--- src/rtl/guard_timer_pkg.sv ---
package guard_timer_pkg;
  localparam int unsigned OFF_CTRL  = 32'h00;
  localparam int unsigned OFF_RANGE = 32'h04;
  localparam int unsigned OFF_COUNT = 32'h08;
  localparam int unsigned OFF_KICK  = 32'h0C;
  localparam int unsigned OFF_IRQ   = 32'h10;
  localparam logic [31:0] KICK_WORD = 32'h0000_0076;
  localparam int unsigned SEL_W     = 4;
  localparam int unsigned N_PERIODS = 1 << SEL_W;

  typedef struct packed {
    logic mode;
    logic en;
  } ctrl_t;
endpackage

--- src/rtl/guard_timer_regs.sv ---
module guard_timer_regs
  import guard_timer_pkg::*;
#(
  parameter int unsigned ADDR_W = 5,
  parameter int unsigned DATA_W = 32,
  parameter int unsigned CNT_W  = 31
) (
  input  logic              clk_i,
  input  logic              rst_ni,
  input  logic              we_i,
  input  logic              re_i,
  input  logic [ADDR_W-1:0] addr_i,
  input  logic [DATA_W-1:0] wdata_i,
  input  logic [CNT_W-1:0]  cnt_i,
  input  logic              irq_pend_i,
  output logic [DATA_W-1:0] rdata_o,
  output ctrl_t             ctrl_o,
  output logic [SEL_W-1:0]  top_o,
  output logic [SEL_W-1:0]  init_o,
  output logic              kick_o,
  output logic              irq_clr_o
);
  logic sel_ctrl, sel_range, sel_count, sel_kick, sel_irq;
  ctrl_t ctrl_q;
  logic [SEL_W-1:0] top_q, init_q;
  logic [DATA_W-1:0] rd_mux, rdata_q;

  assign sel_ctrl  = addr_i == ADDR_W'(OFF_CTRL);
  assign sel_range = addr_i == ADDR_W'(OFF_RANGE);
  assign sel_count = addr_i == ADDR_W'(OFF_COUNT);
  assign sel_kick  = addr_i == ADDR_W'(OFF_KICK);
  assign sel_irq   = addr_i == ADDR_W'(OFF_IRQ);

  assign kick_o    = we_i && sel_kick && (wdata_i == DATA_W'(KICK_WORD));
  assign irq_clr_o = (re_i && sel_irq) || kick_o;

  always_ff @(posedge clk_i or negedge rst_ni) begin
    if (!rst_ni) begin
      ctrl_q <= '0;
      top_q  <= '0;
      init_q <= '0;
    end else if (we_i) begin
      if (sel_ctrl) begin
        ctrl_q.en   <= ctrl_q.en | wdata_i[0];  // set-only
        ctrl_q.mode <= wdata_i[1];
      end
      if (sel_range) begin
        top_q  <= wdata_i[SEL_W-1:0];
        init_q <= wdata_i[2*SEL_W-1:SEL_W];
      end
    end
  end

  always_comb begin
    rd_mux = '0;
    if (sel_ctrl)  rd_mux = DATA_W'(ctrl_q);
    if (sel_range) rd_mux = DATA_W'({init_q, top_q});
    if (sel_count) rd_mux = DATA_W'(cnt_i);
    if (sel_irq)   rd_mux = DATA_W'(irq_pend_i);
  end

  always_ff @(posedge clk_i or negedge rst_ni) begin
    if (!rst_ni)   rdata_q <= '0;
    else if (re_i) rdata_q <= rd_mux;
  end

  assign rdata_o = rdata_q;
  assign ctrl_o  = ctrl_q;
  assign top_o   = top_q;
  assign init_o  = init_q;
endmodule

--- src/rtl/guard_timer_counter.sv ---
module guard_timer_counter
  import guard_timer_pkg::*;
#(
  parameter int unsigned BASE_EXP = 16,
  parameter int unsigned CNT_W    = BASE_EXP + N_PERIODS - 1
) (
  input  logic             clk_i,
  input  logic             rst_ni,
  input  logic             en_i,
  input  logic             kick_i,
  input  logic [SEL_W-1:0] top_i,
  input  logic [SEL_W-1:0] init_i,
  output logic [CNT_W-1:0] cnt_o,
  output logic             expire_o
);
  localparam logic [CNT_W-1:0] RST_VAL = CNT_W'((64'd1 << BASE_EXP) - 64'd1);

  logic [CNT_W-1:0] reload_tbl [N_PERIODS];
  logic [CNT_W-1:0] cnt_q;

  for (genvar g = 0; g < N_PERIODS; g++) begin : g_reload
    localparam logic [CNT_W:0] ONE_SH = (CNT_W+1)'(1) << (BASE_EXP + g);
    assign reload_tbl[g] = ONE_SH[CNT_W-1:0] - CNT_W'(1);
  end

  assign expire_o = en_i && !kick_i && (cnt_q == '0);

  always_ff @(posedge clk_i or negedge rst_ni) begin
    if (!rst_ni)                     cnt_q <= RST_VAL;
    else if (!en_i)                  cnt_q <= reload_tbl[init_i];
    else if (kick_i || cnt_q == '0)  cnt_q <= reload_tbl[top_i];
    else                             cnt_q <= cnt_q - CNT_W'(1);
  end

  assign cnt_o = cnt_q;
endmodule

--- src/rtl/guard_timer_resp.sv ---
module guard_timer_resp #(
  parameter int unsigned RST_PULSE = 8,
  localparam int unsigned PW = $clog2(RST_PULSE + 1)
) (
  input  logic clk_i,
  input  logic rst_ni,
  input  logic expire_i,
  input  logic mode_i,
  input  logic irq_clr_i,
  output logic irq_o,
  output logic sys_rst_o
);
  logic          irq_q;
  logic [PW-1:0] pulse_q;
  logic          fire_rst;

  // reset mode always resets; interrupt mode escalates on an unserviced irq
  assign fire_rst = expire_i && (!mode_i || irq_q);

  always_ff @(posedge clk_i or negedge rst_ni) begin
    if (!rst_ni) begin
      irq_q   <= 1'b0;
      pulse_q <= '0;
    end else begin
      if (expire_i && mode_i && !irq_q) irq_q <= 1'b1;
      else if (irq_clr_i)               irq_q <= 1'b0;
      if (fire_rst)           pulse_q <= PW'(RST_PULSE);
      else if (pulse_q != '0) pulse_q <= pulse_q - PW'(1);
    end
  end

  assign irq_o     = irq_q;
  assign sys_rst_o = pulse_q != '0;
endmodule

--- src/rtl/guard_timer.sv ---
module guard_timer
  import guard_timer_pkg::*;
#(
  parameter int unsigned ADDR_W    = 5,
  parameter int unsigned BASE_EXP  = 16,
  parameter int unsigned RST_PULSE = 8,
  localparam int unsigned DATA_W   = 32,
  localparam int unsigned CNT_W    = BASE_EXP + N_PERIODS - 1
) (
  input  logic              clk_i,
  input  logic              rst_ni,
  input  logic              we_i,
  input  logic              re_i,
  input  logic [ADDR_W-1:0] addr_i,
  input  logic [DATA_W-1:0] wdata_i,
  output logic [DATA_W-1:0] rdata_o,
  output logic              irq_o,
  output logic              sys_rst_o
);
  ctrl_t            ctrl;
  logic [SEL_W-1:0] top_q, init_q;
  logic             kick, irq_clr, expire, irq_pend, en_q;
  logic [CNT_W-1:0] cnt_q;

  assign en_q = ctrl.en;

  guard_timer_regs #(.ADDR_W(ADDR_W), .DATA_W(DATA_W), .CNT_W(CNT_W)) i_regs (
    .clk_i, .rst_ni, .we_i, .re_i, .addr_i, .wdata_i,
    .cnt_i(cnt_q), .irq_pend_i(irq_pend), .rdata_o,
    .ctrl_o(ctrl), .top_o(top_q), .init_o(init_q),
    .kick_o(kick), .irq_clr_o(irq_clr)
  );

  guard_timer_counter #(.BASE_EXP(BASE_EXP), .CNT_W(CNT_W)) i_cnt (
    .clk_i, .rst_ni, .en_i(en_q), .kick_i(kick),
    .top_i(top_q), .init_i(init_q), .cnt_o(cnt_q), .expire_o(expire)
  );

  guard_timer_resp #(.RST_PULSE(RST_PULSE)) i_resp (
    .clk_i, .rst_ni, .expire_i(expire), .mode_i(ctrl.mode),
    .irq_clr_i(irq_clr), .irq_o(irq_pend), .sys_rst_o
  );

  assign irq_o = irq_pend;
endmodule

--- config.mk ---
export PLATFORM = sky130hd
export DESIGN_NAME = guard_timer
export DESIGN_NICKNAME = d
export VERILOG_FILES = /design/src/rtl/guard_timer_pkg.sv /design/src/rtl/guard_timer_regs.sv /design/src/rtl/guard_timer_counter.sv /design/src/rtl/guard_timer_resp.sv /design/src/rtl/guard_timer.sv
export SDC_FILE = /design/constraint.sdc
export NUM_CORES = 1
export LEC_CHECK = 0
export ABC_AREA = 1
export BUFFER_PORTS_ARGS = -buffer_cell sky130_fd_sc_hd__buf_4
export CAP_MARGIN = 5
export CORE_UTILIZATION = 30
export DETAILED_ROUTE_END_ITERATION = 8
export HOLD_SLACK_MARGIN = 0.08
export PLACE_DENSITY = 0.52
export SYNTH_ARGS = -nofsm -noshare
export SYNTH_HDL_FRONTEND = slang
export SYNTH_SLANG_ARGS = --single-unit
--- constraint.sdc ---
create_clock -name clk_i -period 4.88 [get_ports clk_i]
set_input_delay 0 -clock clk_i [delete_from_list [all_inputs] [get_ports clk_i]]
set_output_delay 0 -clock clk_i [all_outputs]
set_load 0.02 [all_outputs]
; ---- Word-level counts from Yosys, hierarchy flattened
; Memory sizes are Yosys's and may differ from the RTL's.
; Index checks and enable logic that the tools add are counted.
[totals]
ff_bits = 78
out_inout_bits = 34
wordCells = 57
input_bits = 41
memories = 2
ram_bits = 0
latch_bits = 0
mem_bits_ro = 992
[mem_list]
columns = name, depth, word_bits, read_ports, rd_clocked_by_memory_dff, write_ports, line_no
row1 = (no name shown), 16, 31, 1, 0, 0, guard_timer_counter.sv:30  ; else if (!en_i) cnt_q <= reload_tbl[init_i];
row2 = (no name shown), 16, 31, 1, 0, 0, guard_timer_counter.sv:31  ; else if (kick_i || cnt_q == '0) cnt_q <= reload_tbl[top_i];
[classes]
div = 0
n_bitwise = 3
shifts = 0
mul = 0
add_sub_neg = 2
eq_ne = 5
reduce_logical = 21
n_mux = 14
n_lt_le_gt_ge = 2
[op_table]
columns = op, n
row1 = $mux W31, 8
row2 = $eq A32 B7 Y1 const B, 1
row3 = $logic_not A31 Y1, 1
row4 = $sub A31 B1 Y31 const B, 1
row5 = $eq A5 B4 Y1 const B, 2
row6 = $ge A5 B5 Y1 const B, 2
row7 = $not A4 Y5, 2
row8 = $logic_and A1 B1 Y1, 8
row9 = $mux W4, 2
row10 = $mux W8, 1
row11 = $eq A5 B3 Y1 const B, 1
row12 = $eq A5 B5 Y1 const B, 1
row13 = $logic_not A5 Y1, 1
row14 = $reduce_and A2 Y1, 2
row15 = $reduce_bool A2 Y1, 2
row16 = $reduce_bool A4 Y1, 1
row17 = $sub A4 B1 Y4 const B, 1
row18 = $logic_not A1 Y1, 3
row19 = $logic_or A1 B1 Y1, 3
row20 = $mux W1, 2
row21 = $mux W2, 1
row22 = $or A1 B1 Y1, 1

; ---- Depth between registers and ports, before layout
[logic_depth]
depth_word = 9
depth_mapped = 13
depth_no_buf = 12

; ---- Cells and area by module
; A second synthesis with hierarchy kept.
[hier_totals]
hier_cells = 646
area_unflattened_um2 = 4752.1
[by_module_without_submodules]
columns = module, area_per_inst_um2, cells_each, n_inst, seq_area_each_um2
row1 = guard_timer_counter, 2348.5, 361, 1, 795.8
row2 = guard_timer_regs, 2110.8, 250, 1, 1026.0
row3 = guard_timer_resp, 292.8, 35, 1, 125.1

; ---- Worst setup path before layout
; OpenSTA, ideal clock, no wires.
[synth_timing]
path_kind = register to register
start = register i_cnt.cnt_q[0] (netlist: i_cnt.cnt_o[0])
end = register i_cnt.cnt_q[11] (netlist: i_cnt.cnt_o[11])
setup_slack_ns = 3.222
stages_incl_launch_ff = 10
synth_period_minus_slack_ns = 1.658
t_arrival_ns = 1.565
setup_time_ns = 0.094
required_time_ns = 4.786
path_buffers = 1
cell_sequence = dfstp_2 inv_1 ha_1 nand2_1 nor2_1 nand3b_1 nor2_1 nor2_2 buf_2 nand3_1
[synth_via]
elab_chain_len = 4
word_cells_on_any_way = 5
classes_between = add/sub (1) / mux (2) / reduce/logical (2)
[synth_lines]
columns = item, line_no
row1 = "start, declared", guard_timer_counter.sv:19  ; logic [CNT_W-1:0] cnt_q;
row2 = "start signal, assigned", guard_timer_counter.sv:30
row3 = "start signal, assigned", guard_timer_counter.sv:31
row4 = "start signal, assigned", guard_timer_counter.sv:32  ; else cnt_q <= cnt_q - CNT_W'(1);
row5 = branches (longest 2 deep; another with $sub A31 B1 Y31), --
row6 = $mux W31 *, guard_timer_counter.sv:31
row7 = $mux W31 *, guard_timer_counter.sv:30
; Every way passes the cells marked *.
; A chain may end at the register's enable or synchronous reset.

; ---- Final worst setup path
[layout_timing]
start = register i_cnt.cnt_q[0] (netlist: i_cnt.cnt_o[0])
end = register i_cnt.cnt_q[30] (netlist: i_cnt.cnt_o[30])
; The elaborated chain is that of the path after synthesis.

==> results_tabular.tex <==
\begin{tabular}{lr}
\hline
Metric & Value \\
\hline
\multicolumn{2}{l}{\textbf{Power}} \\
\quad Clock group share of total power & 47.5\% \\
\quad Switching Power & 0.387 mW \\
\quad Cell Int Power & 1.22 mW \\
\quad Net Sw Frac & 24.1\% \\
\quad Lkg Pwr & 2.93 nW \\
\quad Power per unit of standard cell area & 270 nW/um2 \\
\quad Part of the total power dissipated in combinational logic & 10.0\% \\
\quad Maximum vdd drop & 159 uV \\
\quad Sequential share of power & 42.5\% \\
\multicolumn{2}{l}{\textbf{Global route}} \\
\quad First-pass GRT wire length & 22400 um \\
\quad Overall global routing resource usage & 17.6\% \\
\quad Total congestion overflow after global routing & 0 \\
\quad Initial antenna violation count & 0 \\
\quad Number of global-route vias before repair & 4404 \\
\quad Largest net degree at the start of global routing & 78 \\
\multicolumn{2}{l}{\textbf{Die}} \\
\quad Number of rows created at floorplan & 45 \\
\quad Die area & 16300 um2 \\
\quad Horizontal extent of the die & 128 um \\
\quad Initial core utilization & 31.0\% \\
\quad Vertical die dimension & 128 um \\
\quad Number of top-level design ports & 75 \\
\quad Area of the placeable core & 15300 um2 \\
\multicolumn{2}{l}{\textbf{Synthesis}} \\
\quad Number of flip-flops and latches in the synthesized netlist & 77 \\
\quad Share of the synthesized area in the top cell type & 32.2\% \\
\quad Warnings from Yosys & 0 \\
\quad Mapped Avg Cell Area & 6.89 um2 \\
\quad Area leader, netlist & sky130\_fd\_sc\_hd\_\_dfrtp\_1 \\
\quad Post-synthesis net count & 734 \\
\quad Number of synthesized flops with an enable pin & 0 \\
\quad Distinct cells, synth & 35 \\
\quad Most instantiated flip-flop cell in the synthesis netlist & sky130\_fd\_sc\_hd\_\_dfrtp\_1 \\
\quad Sequential area share after synthesis & 41.0\% \\
\quad Number of instances in the synthesized netlist & 689 \\
\quad Post-synthesis instance area & 4750 um2 \\
\quad Async set or reset register ratio after synthesis & 100\% \\
\quad Top post-synthesis cells by area & sky130\_fd\_sc\_hd\_\_dfrtp\_1 32\%, sky130\_fd\_sc\_hd\_\_nand2\_1 19\%, sky130\_fd\_sc\_hd\_\_dfstp\_2 8.9\%, sky130\_fd\_sc\_hd\_\_nor2\_1 7.9\%, sky130\_fd\_sc\_hd\_\_inv\_1 6.0\% \\
\multicolumn{2}{l}{\textbf{Worst hold path}} \\
\quad Hold crit path type & input port to register \\
\quad Worst Hold Path Cells & 4 \\
\multicolumn{2}{l}{\textbf{CTS}} \\
\quad TritonCTS clock tree & yes \\
\quad Total number of clock tree sinks & 77 \\
\quad Max Root-Sink Buffers & 2 \\
\quad Post-CTS Repair Setup Buffers & 0 \\
\quad Count of H-tree levels built during CTS & 3 \\
\quad Clock-pin slew reported for the worst setup and hold paths after clock tree synthesis & 0.06 ns \\
\quad Worst skew pair latency & 0.34 ns \\
\quad Clock Root Buffer & sky130\_fd\_sc\_hd\_\_clkbuf\_16 \\
\quad Number of cells upsized or downsized after cts & 0 \\
\quad Number of buffers created by CTS & 9 \\
\multicolumn{2}{l}{\textbf{Setup path}} \\
\quad Worst setup EP type & register \\
\quad Critical Path Fanout Max & 19 \\
\quad Critical Setup Path Class & register to register \\
\quad Cell depth of the worst flop-to-flop path & 11 \\
\quad Cell chain of the critical path & inv\_1 -> ha\_1 -> nand2\_1 -> nor2\_1 -> nand3b\_1 -> nor2\_1 -> nor2\_2 -> nand2\_1 -> nand2\_1 -> nand2\_1 -> nand2\_1 \\
\quad WP data arrival & 2.47 ns \\
\quad Most frequent cell on the critical path & sky130\_fd\_sc\_hd\_\_nand2\_1 \\
\quad Required time worst endpoint & 5.16 ns \\
\quad Slowest stage cell, crit path & sky130\_fd\_sc\_hd\_\_nor2\_2 \\
\quad Largest stage delay on the critical path & 0.64 ns \\
\quad Critical Path Source Type & register \\
\multicolumn{2}{l}{\textbf{Timing}} \\
\quad RSZ-0062 raised after global routing & false \\
\quad Worst clock skew & 0.00835 ns \\
\quad Final worst-path setup slack & 2.69 ns \\
\quad Total count of hold-check failures in the final report & 0 \\
\quad Slew @ Worst Pin & 1.10 ns \\
\quad Pins Over Slew Limit & 0 \\
\quad Final worst hold slack & 0.125 ns \\
\quad Setup violators final & 0 \\
\quad Fmax & 456 MHz \\
\quad Share of the clock period used by the worst path & 44.9\% \\
\quad Minimum clock period & 2.19 ns \\
\quad Max-slew headroom at the worst pin & 26.4\% \\
\quad Total Neg Setup Slack & 0 ns \\
\multicolumn{2}{l}{\textbf{Placed design}} \\
\quad Port buffer count & 73 \\
\quad Routability Congestion & 0.892 \\
\quad Number of placed instances, taps included & 955 \\
\quad DP Wirelength & 10400 um \\
\quad Total cell area at the placement stage & 5470 um2 \\
\quad Place WS & 2.70 ns \\
\multicolumn{2}{l}{\textbf{Route}} \\
\quad Number of design-rule violations left by the first detailed-router iteration & 280 \\
\quad Highest routed metal layer & met4 \\
\quad DRC violation count after routing & 0 \\
\quad Average wire length per cell after detail routing & 13.5 um \\
\quad Avg Vias per Cell & 4.58 \\
\quad Number of iterations in the first detailed-routing pass & 5 \\
\quad Routed wire length & 13300 um \\
\quad Met2 Routed Length & 6030 um \\
\quad Sum of met3 wire segment lengths after detailed routing & 517 um \\
\quad Detail Route Antenna Nets & 0 \\
\quad Total number of vias & 4507 \\
\quad Routed length on met1 & 6410 um \\
\multicolumn{2}{l}{\textbf{Status}} \\
\quad Run status & complete, no violations \\
\multicolumn{2}{l}{\textbf{Layout}} \\
\quad Number of nets in the layout & 813 \\
\quad Antenna diode count & 0 \\
\quad Area added between synthesis and finish & 25.1\% \\
\quad Area of all placed cells without fillers & 5940 um2 \\
\quad Share of cells above drive strength 1 & 17.2\% \\
\quad Finished Layout Cells & 984 \\
\quad Filler Cell Count & 1651 \\
\multicolumn{2}{l}{\textbf{Flow run}} \\
\quad Max-cap violation count & 0 \\
\hline
\end{tabular}
## power groups by stage
| stage | sequential (mW) | clock, mW | combinational, mW |
|---|---|---|---|
| 6_report | 0.683 | 0.762 | 0.161 |
| 2_1_floorplan | 0.693 | 0 | 0.0761 |
| 3_5_place_dp | 0.694 | 0 | 0.154 |
| 4_1_cts | 0.683 | 0.785 | 0.164 |
| 5_1_grt | 0.685 | 0.806 | 0.185 |
| 3_3_place_gp | 0.693 | 0 | 0.154 |
## through the flow
step,total power [mW],util (%)
floorplan,0.769,-
global placement,0.847,35.7
detailed placement,0.848,35.7
CTS,1.63,38.8
global route,1.68,38.8
finish,1.61,38.8
## cell usage in the layout, fill, tap and decap left out, drive strengths merged
cell         instances
nand2              241
nor2               119
inv                 77
buf                 75
dfrtp               61
o21ai               39
nand3               38
o31ai               20
dfstp               16
nand4               15
dlygate4sd3         13
xor2                11
a21oi                9
clkbuf               9
nor3                 6
o22ai                4
ha                   4
clkinv               4
xnor2                3
bufinv               3
nor4                 1
and2                 1
nand3b               1
o311ai               1
or2                  1
conb                 1
## kinds of logic (layout without fill, tap and decap cells)
kind of cell               Yosys count  count (layout)  synth area share [%]
AOI/OAI and AO/OA                   73              73                  8.94
xor gates and xnor gates            14              14                  2.58
adders and majority gates            4               4                  1.05
buffers and inverters               97             181                  8.25
DFF                                 77              77                  41.0
other                                1               1                0.0790
and+or+nand+nor                    423             423                  38.1
## cell usage after synthesis (4+ instances only)
library cell,n
sky130_fd_sc_hd__inv_1,76
sky130_fd_sc_hd__nand4_1,14
sky130_fd_sc_hd__clkbuf_1,12
sky130_fd_sc_hd__dfstp_2,16
sky130_fd_sc_hd__nand3_1,37
sky130_fd_sc_hd__nor2_1,100
sky130_fd_sc_hd__nand2_1,239
sky130_fd_sc_hd__ha_1,4
sky130_fd_sc_hd__a21oi_1,9
sky130_fd_sc_hd__xor2_1,11
sky130_fd_sc_hd__nor2_2,15
sky130_fd_sc_hd__dfrtp_1,61
sky130_fd_sc_hd__nor3_1,4
sky130_fd_sc_hd__o21ai_0,39
sky130_fd_sc_hd__o31ai_1,20
sky130_fd_sc_hd__o22ai_1,4
## critical path: cells and delay by family, from the launching register on
kind          cells  cell delay [ns]
flops             1             0.53
simple gates      9             1.28
buf+inv           1             0.09
fa+ha+maj         1             0.22
## state kept, by name, indices dropped and copies added (netlist names)
signal,count
i_regs.top_o,4
i_regs.init_o,4
i_resp.irq_o,1
i_regs.ctrl_o,2
i_resp.pulse_q,4
i_regs.rdata_o,31
i_cnt.cnt_o,31
## worst paths after layout
kind | slack [ns] | start | end
max | 2.69 | i_cnt.cnt_o[0] | i_cnt.cnt_o[30]
min | 0.13 | addr_i[4] | i_regs.rdata_o[0]
max reg2reg | 2.69 | i_cnt.cnt_o[0] | i_cnt.cnt_o[30]
min reg2reg | 0.47 | i_cnt.cnt_o[0] | i_cnt.cnt_o[0]
max in group asynchronous | 3.90 | rst_ni | i_cnt.cnt_o[18]
min in group asynchronous | 0.36 | rst_ni | i_regs.rdata_o[7]
## metal layers
layer	vias up	GRT usage, %
met1	2044	23.6
met4	0	7.75
met5	-	0
met3	19	2.96
met2	118	28.0
li1	2326	-
## repair_timing
| item | 4_1_cts | 5_1_grt |
|---|---|---|
| endpoints found under the setup margin | 0 | 0 |
| endpoints found under the hold margin | 76 | 0 |
| hold buffers | 13 | 0 |
## area by class of cell
| class | count | area (um2) | area share (%) |
|---|---|---|---|
| clock buffers | 9 | 225 | 3.79 |
| inverters | 77 | 289 | 4.87 |
| well taps | 211 | 264 | 4.44 |
| clock inverters | 7 | 114 | 1.92 |
| multi-input cells | 515 | 2410 | 40.5 |
| flip-flops and latches | 77 | 1950 | 32.8 |
| repair buffers | 88 | 693 | 11.7 |
No activity file was read; power rests on OpenSTA's default activity.
